## config.mk

```make
export PLATFORM = sky130hd
export DESIGN_NAME = shrot_unit
export DESIGN_NICKNAME = d
export VERILOG_FILES = /design/src/rtl/shrot_unit.sv
export SDC_FILE = /design/constraint.sdc
export NUM_CORES = 1
export LEC_CHECK = 0
export BUFFER_PORTS_ARGS = -buffer_cell sky130_fd_sc_hd__buf_4
export CAP_MARGIN = 10
export CORE_ASPECT_RATIO = 0.5
export CORE_MARGIN = 2
export CORE_UTILIZATION = 41
export DETAILED_ROUTE_END_ITERATION = 10
export PLACE_DENSITY = 0.81
export SLEW_MARGIN = 30
export SYNTH_ARGS = -nofsm -noshare
export SYNTH_HDL_FRONTEND = slang
export SYNTH_SLANG_ARGS = --single-unit
export TNS_END_PERCENT = 30
```

## constraint.sdc

```tcl
create_clock -name vclk -period 2.12
set_input_delay 0.318 -clock vclk [all_inputs]
set_output_delay 0.318 -clock vclk [all_outputs]
set_load 0.02 [all_outputs]
```

## src/rtl/shrot_unit.sv

```systemverilog
module shrot_unit (
  input  logic [31:0] opnd_i,
  input  logic [1:0]  width_sel_i,
  input  logic [3:0]  op_i,
  input  logic        carry_i,
  output logic [31:0] result_o,
  output logic        neg_o,
  output logic        zero_o,
  output logic        ovf_o,
  output logic        carry_o
);
  localparam logic [3:0] OP_LSL = 4'd0;
  localparam logic [3:0] OP_LSR = 4'd1;
  localparam logic [3:0] OP_ASL = 4'd2;
  localparam logic [3:0] OP_ASR = 4'd3;
  localparam logic [3:0] OP_ROL = 4'd4;
  localparam logic [3:0] OP_ROR = 4'd5;
  localparam logic [3:0] OP_RCL = 4'd6;
  localparam logic [3:0] OP_RCR = 4'd7;

  logic [31:0] msk, hi, x, up, dn;
  logic        old_top, old_lsb;

  assign msk = (width_sel_i == 2'd0) ? 32'h0000_00FF :
               (width_sel_i == 2'd1) ? 32'h0000_FFFF : 32'hFFFF_FFFF;
  assign hi  = (width_sel_i == 2'd0) ? 32'h0000_0080 :
               (width_sel_i == 2'd1) ? 32'h0000_8000 : 32'h8000_0000;
  assign x       = opnd_i & msk;
  assign old_top = |(x & hi);
  assign old_lsb = x[0];
  assign up      = (x << 1) & msk;
  assign dn      = x >> 1;

  always_comb begin
    result_o = ~x & msk;
    carry_o  = carry_i;
    if (!op_i[3]) begin
      unique case (op_i)
        OP_LSL, OP_ASL: begin result_o = up;                          carry_o = old_top; end
        OP_LSR:         begin result_o = dn;                          carry_o = old_lsb; end
        OP_ASR:         begin result_o = dn | (old_top ? hi : '0);    carry_o = old_lsb; end
        OP_ROL:         begin result_o = up | {31'd0, old_top};       carry_o = old_top; end
        OP_ROR:         begin result_o = dn | (old_lsb ? hi : '0);    carry_o = old_lsb; end
        OP_RCL:         begin result_o = up | {31'd0, carry_i};       carry_o = old_top; end
        OP_RCR:         begin result_o = dn | (carry_i ? hi : '0);    carry_o = old_lsb; end
        default:        begin result_o = ~x & msk;                    carry_o = carry_i; end
      endcase
    end
  end

  assign neg_o  = |(result_o & hi);
  assign zero_o = (result_o == 32'd0);
  assign ovf_o  = 1'b0;

  always_comb begin
    AST_NEG_IS_TOP: assert (neg_o == ((result_o & hi) != 32'd0));
    AST_ZERO_FLAG: assert (zero_o == (result_o == 32'd0));
    AST_UPPER_CLEAR: assert ((result_o & ~msk) == 32'd0);
    if (op_i[3]) begin
      AST_NOT_HOLDS_C: assert (carry_o == carry_i);
    end
    if (op_i == OP_ROL || op_i == OP_ROR) begin
      AST_ROT_POPCOUNT: assert ($countones(result_o) == $countones(x));
    end
    if (op_i == OP_RCL || op_i == OP_RCR) begin
      AST_RC_POPCOUNT: assert (($countones(result_o) + 32'(carry_o)) ==
                               ($countones(x) + 32'(carry_i)));
    end
  end
endmodule

```

[Word-level counts from Yosys, hierarchy flattened]
Cells that the tools add are included.
Word-level totals
  register bits: 0
  input bits: 39
  output and inout bits: 36
  word-level logic and storage cells: 38
Cells by class
  eq/ne operators: 8
  mux-type cells: 11
  bitwise logic cells: 11
  reductions and logical operators: 8
Operators by type and width (number)
  2-to-1 mux 32 bit: 8
  case mux 32 bit (7 select lines): 1
  AND 32 bit: 5
  bitwise OR 31 x 32 -> 32 bit: 3
  bitwise OR 32 x 1 -> 32 bit: 2
  OR reduction 32 bit: 2
  logical NOT 32 bit: 1
  NOT 32 bit: 1
  equality test 4 x 3 -> 1 bit, second input constant: 4
  equality test 4 x 2 -> 1 bit, second input constant: 2
  OR reduction 4 bit: 2
  equality test 4 x 1 -> 1 bit, second input constant: 1
  logical NOT 4 bit: 1
  equality test 2 x 1 -> 1 bit, second input constant: 1
  logical NOT 2 bit: 1
  case mux 1 bit (2 select lines): 1
  OR reduction 2 bit: 1
  2-to-1 mux 1 bit: 1

[Longest topological paths before layout]
Gate-level depths: netlist (run 1).
  depth in word-level cells: 12
  depth in mapped cells: 10
  gate-level depth less buffers: 5

[Least setup slack after synthesis (run 1)]
No wires, ideal clock.
  path type: input to output
  from: input port op_i[0]
  to: output port neg_o
  arrival: 2.356 ns
  data required time: 1.802 ns
  path slack: -0.554 ns
  stages on the path: 9
  buffers on the path: 4
  path through: buf_6 > buf_6 > clkbuf_8 > buf_4 > nor2_1 > a311o_1 > a32oi_1 > a22oi_1 > o21ai_0
Between the ends
  longest elaborated chain between the ends: 6
  elaborated cells between the ends (all ways): 13
  classes of those cells: eq/ne (7); mux (2); bitwise (1); reduce/logical (3)
Ends and longest elaborated chain
  start, declared: RTL line 4  | input logic [3:0] op_i,
  equality test 4 x 2 -> 1 bit or logical NOT 4 bit (tied branches): RTL line 38  | unique case (op_i)
  OR reduction 2 bit
  case mux 32 bit (7 select lines) *: RTL line 38
  2-to-1 mux 32 bit *: RTL line 37  | if (!op_i[3]) begin
  via result_o[7]: RTL line 6  | output logic [31:0] result_o,
  AND 32 bit *: RTL line 51  | assign neg_o = |(result_o & hi);
  OR reduction 32 bit *: RTL line 51
  end, declared: RTL line 7  | output logic neg_o,
The timed path passes the listed nets; every way through them passes the cells marked *.

[Worst setup path after layout (run 1)]
  from: input port op_i[0]
  to: output port zero_o
Between the ends
  longest elaborated chain between the ends: 5
  elaborated cells between the ends (all ways): 12
  classes of those cells: eq/ne (7); mux (2); reduce/logical (3)
Ends and longest elaborated chain
  equality test 4 x 2 -> 1 bit or logical NOT 4 bit (tied branches): RTL line 38
  OR reduction 2 bit
  case mux 32 bit (7 select lines) *: RTL line 38
  2-to-1 mux 32 bit *: RTL line 37
  logical NOT 32 bit *: RTL line 52  | assign zero_o = (result_o == 32'd0);
  end, declared: RTL line 8  | output logic zero_o,
Every way passes the cells marked *; elsewhere a longest branch is shown, timed or not.

==> results of run 1 <==
==> layer usage <==
metal | vias to the layer above | share of wire | global-route usage
li1 | 862 | - | -
met3 | 26 | 0.076 | 0.0216
met4 | 0 | 0.037 | 0.0780
met5 | - | 0 | 0
met1 | 890 | 0.41 | 0.372
met2 | 106 | 0.48 | 0.505
==> cell families after synthesis <==
logic type / count (synthesis) / synth area share
simple gates: 56 / 0.246
other cells: 1 / 0.00316
compound gates: 56 / 0.379
mux: 28 / 0.264
buf+inv: 24 / 0.109
==> report_power, final <==
group          leakage (nW)  total (mW)  internal, mW  switching (mW)
Clock                     0           0             0               0
Sequential                0           0             0               0
Combinational          1.18       0.613         0.314           0.299
Total                  1.18       0.613         0.314           0.299
==> what timing repair did <==
action | in CTS | in global routing
pin swaps | 1 | 3
resized for setup | 12 | 8
setup endpoints to repair | 4 | 4
==> synth_stat cells, drive strengths merged, types with 3 or more instances <==
library cell  count  share of area
a211oi            9          0.057
a21oi             7          0.030
buf              12          0.062
clkbuf            5          0.024
inv               7          0.022
mux2             20           0.20
mux2i             8          0.068
nand2            20          0.063
nand3             3          0.013
nor2              9          0.028
nor2b             5          0.026
nor4              5          0.026
o211a            17           0.14
o21ai             6          0.025
==> cell type report <==
class	count	area [sq um]	area share
Timing Repair Buffer	130	1020	0.455
Multi-Input combinational cell	141	1150	0.512
Inverter	7	26.3	0.0117
Tap cell	37	46.3	0.0207
==> per-stage QoR <==
step,util,area [sq um],cells,setup WS [ns]
after floorplan,-,1230,165,-0.299
after CTS,0.826,2200,315,-0.298
after detailed placement,0.809,2160,315,-0.398
after global routing,0.840,2240,315,-0.375
final,0.840,2240,315,-0.364
after global placement,0.809,2160,315,-0.382
==> path summary, 6_finish.rpt <==
| path | slack [ns] | to | cells past startpoint |
|---|---|---|---|
| worst min-delay path | 0.97 | result_o[3] | 3 |
| worst max-delay path | -0.36 | zero_o | 7 |
==> flow_summary.toml, run 1 <==
[cells_and_area]
drive_gt1_frac = 0.601
seq_cells = 0
layout.nets = 319
nClkBuffers = 0
fill_cells = 147
mostFrequentLayoutCells = "buf_4 (125), nand2_1 (20), mux2_2 (17)"
layout_commonest_cell = "buf_4"
area_growth_pct = 88.8
seq_area_sq_um = 0
n_antenna_cell = 0

[setup_path]
critPathTopFamily = "simple AND/OR/NAND/NOR gates"
crit_chain = "buf_12 -> mux2_4 -> o211a_4 -> or4_4 -> nor4_4 -> and4_4 -> buf_6"
max_stage_delay_ns = 0.55
endpoint_kind = "primary output"
critPathLaunch = "op_i[0]"
crit_slowest_cell = "or4_4"
crit_required_ns = 1.80
crit_path_max_fanout = 13
critPathKind = "in2out"
critPathBufInv = 2
crit_path_start_kind = "input pin"
worstPathArrival_ns = 2.17

[routing]
ant_nets = 0
drtIter0Drc = 127
vias_per_cell = 5.98
wirelength_um = 5520
drtPass1Iterations = 4
vias = 1884
wl_per_cell_um = 17.5
drc = 0

[clock_tree]
ctsHoldBuffers = 0
post-cts-setup-buffer-count = 0

[sta]
finalCritPeriodShare = 1.17
fmax_mhz = 403
rsz0062_at_grt = "true"
final-setup-viol-count = 3
hold_violations = 0
finalWorstSetupSlack_ns = -0.364
layout_min_cycle_time_ns = 2.48
setup_tns_ns = -0.442
holdWs_ns = 0.969
drv_slew = 0

[global_routing]
antenna_found_initial = 0
grt_usage = 0.285
grt_start_max_net_pins = 23
first_global_vias = 1667
grt-ovfl-total = 0
grt_pass1_wl_um = 7730

[power_and_ir_drop]
finalPower_mw = 0.613
p_per_area_nw_per_um2 = 274
cellLeakagePower_nw = 1.18
ir_drop_uv = 163

[die]
die_h_um = 42.0
coreArea_sq_um = 2670
start_util = 0.445
dieArea_sq_um = 3370
ios = 75
die_w_um = 80.1
num_rows = 13

[worst_hold_path]
hp-start = "opnd_i[3]"
hold_class = "in2out"

[flow_run]
cap_violations = 0

[synth]
ys_seq_area_frac = 0
syn_inst = 165
ys_types = 46
yosysWarningCount = 0
mappedNetlistArea_sq_um = 1190
avgSynthCellArea_sq_um = 7.19
synth_nets = 204

[placed_design]
place.gp.congestion = 0.914
dpl.hpwl_um = 4030
port_buffers = 74

[run_status]
violations = "setup timing"
status = "complete, but fails checks"
Note: power is estimated with default switching activity, not from simulation.
==> run 2: changes to the inputs <==
--- a/config.mk
+++ b/config.mk
@@ -12,6 +12,7 @@
 export CORE_UTILIZATION = 41
 export DETAILED_ROUTE_END_ITERATION = 10
 export PLACE_DENSITY = 0.81
+export REMOVE_ABC_BUFFERS = 1
 export SLEW_MARGIN = 30
 export SYNTH_ARGS = -nofsm -noshare
 export SYNTH_HDL_FRONTEND = slang
==> flow_summary.toml, run 2 (synthesized netlist as in run 1, its figures left out) <==
[run_status]
status = "complete, but fails checks"
violations = "setup timing"

[die]
ios = 75
die_w_um = 80.1
coreArea_sq_um = 2670
start_util = 0.445
die_h_um = 42.0
num_rows = 13
dieArea_sq_um = 3370

[routing]
drtPass1Iterations = 5
ant_nets = 0
wirelength_um = 5790
vias_per_cell = 6.12
drc = 0
wl_per_cell_um = 18.3
drtIter0Drc = 201
vias = 1940

[global_routing]
antenna_found_initial = 0
first_global_vias = 1787
grt_usage = 0.310
grt_start_max_net_pins = 25
grt_pass1_wl_um = 8470
grt-ovfl-total = 0

[setup_path]
crit_path_max_fanout = 8
critPathCapture = "zero_o"
crit_path_start_kind = "input pin"
endpoint_kind = "primary output"
worstPathArrival_ns = 2.19
critPathLaunch = "op_i[0]"
critPathKind = "in2out"
crit_required_ns = 1.80

[cells_and_area]
seq_area_sq_um = 0
drive_gt1_frac = 0.589
seq_cells = 0
mostFrequentLayoutCells = "buf_4 (125), nand2_1 (20), o211a_1 (15), mux2_2 (15)"
layout.nets = 321
area_growth_pct = 92.0
n_antenna_cell = 0
nClkBuffers = 0
final_util = 0.854
layout_commonest_cell = "buf_4"

[clock_tree]
ctsHoldBuffers = 0

[power_and_ir_drop]
ir_drop_uv = 200
cellLeakagePower_nw = 1.21
p_per_area_nw_per_um2 = 275

[sta]
finalCritPeriodShare = 1.18
fmax_mhz = 399
finalWorstSetupSlack_ns = -0.386
setup_tns_ns = -0.549
final-setup-viol-count = 3
hold_violations = 0
drv_slew = 0
layout_min_cycle_time_ns = 2.51
rsz0062_at_grt = "true"

[placed_design]
place.gp.congestion = 0.903
port_buffers = 74
dpl.hpwl_um = 4130

[worst_hold_path]
hold_class = "in2out"
hp-start = "opnd_i[8]"

[flow_run]
cap_violations = 0
## run 2: changes by cell type in the layout (fill, tap and decap cells not counted), sizes merged
cell,before,now
buf,130,132
## run 2: timing repair
action / CTS / global route
buffers inserted: 4 / 0
endpoints found under the setup margin: 3 / 4
pin swaps: 6 / 6
gates resized for setup: 17 / 8
## run 2: critical path: stages
cell and delay [ns]:
buf_12 0.12, buf_8 0.14, buf_6 0.12, mux2_4 0.30, o211a_4 0.28, nor4_4 0.26, and4b_1 0.26, and4_1 0.25
buf_6 0.13
## run 2: how the worst min path moves through the flow
stage	cells past startpoint	endpoint
CTS	3	result_o[8]
global placement	3	result_o[8]
finish	3	result_o[8]
global route	3	result_o[8]
floorplan	1	result_o[3]
detailed placement	3	result_o[8]
## run 2: area by class of cell
class	instances	area, sq um
multi-input cells	141	1150
repair buffers	132	1060
fillers	148	390
well taps	37	46.3
inverters	7	26.3
## run 2: stage by stage
step                      area, sq um  setup WS (ns)  hold WS (ns)  std cells  power, mW
after global placement           2130         -0.393         0.953        313      0.547
final                            2280         -0.386         0.959        317      0.626
after floorplan                  1080         -0.319         0.765        148      0.226
after CTS                        2240         -0.349         0.963        317      0.594
after detailed placement         2130         -0.501         0.957        313      0.564
after global routing             2280         -0.363         0.973        317      0.652
## run 2: power by group
group | total (mW) | leakage (nW) | switching, mW | internal, mW
Sequential | 0 | 0 | 0 | 0
Combinational | 0.626 | 1.21 | 0.304 | 0.322
Clock | 0 | 0 | 0 | 0
Total | 0.626 | 1.21 | 0.304 | 0.322
## run 2: metal layers
layer / up-vias / share of wire / global-route usage
met5: - / 0 / 0
met4: 0 / 0.047 / 0.102
met3: 32 / 0.070 / 0.0129
met2: 124 / 0.47 / 0.560
met1: 914 / 0.41 / 0.397
li1: 870 / - / -
